## config.mk

```make
export PLATFORM = sky130hd
export DESIGN_NAME = irq_nest_ctrl
export DESIGN_NICKNAME = d
export VERILOG_FILES = /design/src/rtl/irq_pkg.sv /design/src/rtl/irq_req_merge.sv /design/src/rtl/irq_level_map.sv /design/src/rtl/irq_arbiter.sv /design/src/rtl/irq_inservice.sv /design/src/rtl/irq_nest_ctrl.sv
export SDC_FILE = /design/constraint.sdc
export NUM_CORES = 1
export LEC_CHECK = 0
export ABC_AREA = 0
export BUFFER_PORTS_ARGS = -buffer_cell sky130_fd_sc_hd__buf_2
export CAP_MARGIN = 20
export CORE_MARGIN = 2
export CORE_UTILIZATION = 35
export DETAILED_ROUTE_END_ITERATION = 7
export MAX_ROUTING_LAYER = met4
export SETUP_SLACK_MARGIN = 0.2
export SLEW_MARGIN = 20
export SYNTH_ARGS = -nofsm -noshare
export SYNTH_HDL_FRONTEND = slang
export SYNTH_SLANG_ARGS = --single-unit
```

## constraint.sdc

```tcl
create_clock -name clk -period 22.5 [get_ports clk]
set_input_delay 1.125 -clock clk [delete_from_list [all_inputs] [get_ports clk]]
set_output_delay 1.125 -clock clk [all_outputs]
set_load 0.02 [all_outputs]
```

## src/rtl/irq_pkg.sv

```systemverilog
package irq_pkg;
  typedef logic [1:0] lvl_t;
  localparam lvl_t LVL_NONE = 2'd0;
  localparam lvl_t LVL_L    = 2'd1;
  localparam lvl_t LVL_H    = 2'd2;
  localparam lvl_t LVL_X    = 2'd3;
endpackage

```

## src/rtl/irq_req_merge.sv

```systemverilog
module irq_req_merge #(
  parameter int NVEC = 10,
  parameter int NSRC = 3
) (
  input  logic [NVEC*NSRC-1:0] src_i,
  output logic [NVEC-1:0]      req_o
);
  genvar v;
  generate
    for (v = 0; v < NVEC; v++) begin : g_vec
      assign req_o[v] = |src_i[v*NSRC +: NSRC];
    end
  endgenerate
endmodule

```

## src/rtl/irq_level_map.sv

```systemverilog
module irq_level_map
  import irq_pkg::*;
#(
  parameter int NVEC = 10,
  parameter int NTOP = 2
) (
  input  logic [NVEC-1:0]       sel_i,
  output lvl_t [NVEC-1:0]       lvl_o
);
  genvar v;
  generate
    for (v = 0; v < NVEC; v++) begin : g_map
      if (v < NTOP) begin : g_top
        assign lvl_o[v] = sel_i[v] ? LVL_X : LVL_L;
      end else begin : g_mid
        assign lvl_o[v] = sel_i[v] ? LVL_H : LVL_L;
      end
    end
  endgenerate
endmodule

```

## src/rtl/irq_arbiter.sv

```systemverilog
module irq_arbiter
  import irq_pkg::*;
#(
  parameter int NVEC = 10,
  localparam int IDXW = $clog2(NVEC)
) (
  input  logic [NVEC-1:0] req_i,
  input  lvl_t [NVEC-1:0] lvl_i,
  input  lvl_t            cur_i,
  output logic            found_o,
  output logic [IDXW-1:0] idx_o,
  output lvl_t            lvl_o
);
  always_comb begin
    found_o = 1'b0;
    idx_o   = '0;
    lvl_o   = LVL_NONE;
    // scan downward so an equal level at a lower index replaces the holder
    for (int v = NVEC - 1; v >= 0; v--) begin
      if (req_i[v] && (lvl_i[v] > cur_i) && (lvl_i[v] >= lvl_o)) begin
        found_o = 1'b1;
        idx_o   = IDXW'(v);
        lvl_o   = lvl_i[v];
      end
    end
  end
endmodule

```

## src/rtl/irq_inservice.sv

```systemverilog
module irq_inservice
  import irq_pkg::*;
(
  input  logic clk,
  input  logic rst_n,
  input  logic ack_i,
  input  lvl_t ack_lvl_i,
  input  logic reti_i,
  output lvl_t cur_o
);
  logic [2:0] act_q, act_d;

  always_comb begin
    act_d = act_q;
    if (reti_i) begin
      if (act_q[2])      act_d[2] = 1'b0;
      else if (act_q[1]) act_d[1] = 1'b0;
      else               act_d[0] = 1'b0;
    end
    if (ack_i) begin
      case (ack_lvl_i)
        LVL_L:   act_d[0] = 1'b1;
        LVL_H:   act_d[1] = 1'b1;
        LVL_X:   act_d[2] = 1'b1;
        default: ;
      endcase
    end
  end

  always_ff @(posedge clk or negedge rst_n) begin
    if (!rst_n) act_q <= '0;
    else        act_q <= act_d;
  end

  always_comb begin
    if (act_q[2])      cur_o = LVL_X;
    else if (act_q[1]) cur_o = LVL_H;
    else if (act_q[0]) cur_o = LVL_L;
    else               cur_o = LVL_NONE;
  end


  reti_drop_chk: assert property (@(posedge clk) disable iff (!rst_n)
    (reti_i && !ack_i && cur_o != LVL_NONE) |=> (cur_o < $past(cur_o)));
endmodule

```

## src/rtl/irq_nest_ctrl.sv

```systemverilog
module irq_nest_ctrl
  import irq_pkg::*;
#(
  parameter int NVEC   = 10,
  parameter int NSRC   = 3,
  parameter int NTOP   = 2,
  parameter int ADDR_W = 16,
  parameter int BASE   = 3,
  parameter int STEP   = 8,
  localparam int IDXW  = $clog2(NVEC)
) (
  input  logic                   clk,
  input  logic                   rst_n,
  input  logic [NVEC*NSRC-1:0]   src_req_i,
  input  logic [NVEC-1:0]        prio_sel_i,
  input  logic                   glb_en_i,
  output logic                   irq_valid_o,
  output logic [ADDR_W-1:0]      irq_vec_o,
  input  logic                   irq_ready_i,
  input  logic                   reti_i,
  output logic [1:0]             isr_level_o
);
  logic [NVEC-1:0] req;
  lvl_t [NVEC-1:0] lvl;
  lvl_t            cur;
  logic            found;
  logic [IDXW-1:0] win_idx;
  lvl_t            win_lvl;
  logic            vld_q;
  logic [ADDR_W-1:0] vec_q;
  lvl_t            lvl_q;
  logic            take;

  irq_req_merge #(.NVEC(NVEC), .NSRC(NSRC)) u_merge (
    .src_i(src_req_i), .req_o(req));

  irq_level_map #(.NVEC(NVEC), .NTOP(NTOP)) u_map (
    .sel_i(prio_sel_i), .lvl_o(lvl));

  irq_arbiter #(.NVEC(NVEC)) u_arb (
    .req_i(req), .lvl_i(lvl), .cur_i(cur),
    .found_o(found), .idx_o(win_idx), .lvl_o(win_lvl));

  assign take = vld_q && irq_ready_i;

  irq_inservice u_isr (
    .clk(clk), .rst_n(rst_n), .ack_i(take), .ack_lvl_i(lvl_q),
    .reti_i(reti_i), .cur_o(cur));

  always_ff @(posedge clk or negedge rst_n) begin
    if (!rst_n) begin
      vld_q <= 1'b0;
      vec_q <= '0;
      lvl_q <= LVL_NONE;
    end else if (take) begin
      vld_q <= 1'b0;
    end else if (!vld_q && glb_en_i && found) begin
      vld_q <= 1'b1;
      vec_q <= ADDR_W'(BASE) + ADDR_W'(STEP) * ADDR_W'(win_idx);
      lvl_q <= win_lvl;
    end
  end

  assign irq_valid_o = vld_q;
  assign irq_vec_o   = vec_q;
  assign isr_level_o = cur;


  offer_hold_chk: assert property (@(posedge clk) disable iff (!rst_n)
    (vld_q && !irq_ready_i) |=> (vld_q && $stable(vec_q)));

  strictly_above_chk: assert property (@(posedge clk) disable iff (!rst_n)
    vld_q |-> (lvl_q > cur));

  ack_level_chk: assert property (@(posedge clk) disable iff (!rst_n)
    (take && !reti_i) |=> (!vld_q && cur == $past(lvl_q)));

  enable_gate_chk: assert property (@(posedge clk) disable iff (!rst_n)
    (!glb_en_i && !vld_q) |=> !vld_q);

  vec_grid_chk: assert property (@(posedge clk) disable iff (!rst_n)
    vld_q |-> (((vec_q - ADDR_W'(BASE)) % ADDR_W'(STEP)) == '0));
endmodule

```

==> run metrics <==
DR vias/cell between 5 and 6; DRT antenna net count 0; Hold Crit Class register to register; RSZ-0062 raised after global routing no; met1 GRT Util 0.202; initial core utilization 0.361; Worst R2R Start u_isr.act_q[1]; Cells after Synth 231; outcome complete, no violations; critical path type input pin to register; Crit-path slowest cell a41oi_2; fmax 80.2 MHz; Worst path top cell family by delay compound AO/OA/AOI/OAI gates; routed vias approximately 1800; CTS H-tree lvls 1; Netlist cell types 60; Remaining Overflow, GRT 0; Final Max Slew Viols 0; layout cells sized above 1 0.295; Die Wd roughly 80 um; startpoint types input pin; fin nets ~360; Global Route met3 Usage 0.0182; Area Growth Syn to Fin 17.0%; DR WL/cell around 12 um; clk_skew 0.768 ps; critical path arrival 12590 ps; Die ar. roughly 6300 um2; cell area after synthesis around 2000 um2; DRT Pass-1 Iters 4; vias in the first global route about 1700; WL final 4110 um; initial antenna violation count 0; I/O Buffers 53; # Post-CTS Setup Buffers 0; gr busiest metal met2; TritonCTS sink count 11; DRT iter0 DRCs 49; Worst Min Path Start irq_vec_o[1]; syn avg cell area 8.55 um2; first-pass GRT wire length around 7500 um; most frequent cells after synthesis ha_1 (32), inv_1 (19), a21oi_1 (16); data required time of the worst path about 23000 ps; Clock transition at path regs approximately 50 ps; post_cts resized 0; Site Rows 27; Tmin final 12470 ps; Main synth FF type dfrtp_1; synthesized flop and latch total 11; most common cell in the netlist ha_1; Core ar. 5470 um2; CTS tree yes; post-synthesis sequential area ratio 0.139; # DRC 0; maxcap violations 0; Yosys warning count 0; crit-path max cell delay ~530 ps; final hold viol count 0; area share of the leading cell type in the synthesized netlist 0.203; Final Setup Violations 0; Ports between 60 and 70; Slew @ Worst Pin 543 ps; CP dominant cell by count ha_1; fillers ~590; Tcrit/Tclk final 0.554; EDFF count, synth 0; Slew headroom 0.638; root buf cell clkbuf_8; cts bufs inserted 3; Skew-Pair Late Insertion Delay ~240 ps; gp weighted congestion approximately 0.79; highest net fanout along the worst path 11; pin count of the biggest net entering global routing 13; crit end category register; synth top area cells ha_1 (20%), dfrtp_1 (14%), a21o_1 (4.2%); chip height 79.1 um; diode count 0; M2 GR Usage 0.242; CP Buf/Inv Count 3; DP Wirelength roughly 3400 um; total negative slack 0 ps; Total GRT Usage 0.147; Max clock buf depth 2; cell taking the most area after synthesis ha_1; Hold-fix buffers, CTS 0; Post-synth ARST share 1.00; origin of the worst setup path prio_sel_i[9]
final timing paths:
check | to | slack [ps] | depth (start not counted)
min | irq_vec_o[1] | 470 | 1
max reg2reg | lvl_q[1] | 10210 | 56
max in group asynchronous | lvl_q[0] | 21560 | 1
min in group asynchronous | irq_vec_o[1] | 750 | 1
min reg2reg | irq_vec_o[1] | 470 | 1
max | lvl_q[1] | 10030 | 55
flip-flops by register name, summed over array words and instances, names as in the netlist:
name         cells
u_isr.act_q      3
lvl_q            2
irq_vec_o        5
irq_valid_o      1
through the flow:
stage                     utilization  instance area (um2)  hold slack (ps)  worst slack (ps)  instances
after floorplan                     -                 2010              452             11210        240
after global placement          0.414                 2270              463              9890        353
after detailed placement        0.414                 2270              474              9740        353
after CTS                       0.422                 2310              485              9970        357
after global routing            0.422                 2310              522              8880        357
final                           0.422                 2310              474             10030        357
cell families after synthesis:
| group | after synthesis | synth area share |
|---|---|---|
| DFF | 11 | 0.139 |
| buffers and inverters | 32 | 0.0893 |
| other | 1 | 0.00190 |
| and+or+nand+nor | 68 | 0.185 |
| AOI/OAI and AO/OA | 84 | 0.365 |
| muxes | 3 | 0.0165 |
| adders and majority gates | 32 | 0.203 |
layout make-up:
type                            count  area, um2  share of cell area
Clock buffer                        4       45.0              0.0195
Tap cell                           72       90.1              0.0390
Multi-Input combinational cell    197       1560               0.674
Sequential cell                    11        275               0.119
Timing Repair Buffer               54        273               0.118
Inverter                           19       71.3              0.0308
cells in the final DEF (no fill, tap or decap), types with 3 or more instances in the layout:
master / n
nand2_1: 14
ha_1: 32
nand2b_1: 11
nor2_1: 13
a21oi_1: 16
nor3_1: 7
nor2b_1: 4
buf_2: 53
conb_1: 10
o21ai_0: 9
nand3_1: 4
a31oi_1: 3
o32ai_1: 3
o211ai_1: 5
inv_1: 19
dfrtp_1: 11
a21o_1: 11
clkbuf_8: 3
or3_1: 3
o31ai_1: 3
per-layer routing:
layer | part of all wire | routed length [um]
met4 | 0.0019 | 8
met2 | 0.46 | 1900
met3 | 0.046 | 189
met5 | 0 | 0
met1 | 0.49 | 2010
Power is not shown: default switching activity piles up to over one toggle a cycle in this logic, so the estimate is an artifact.
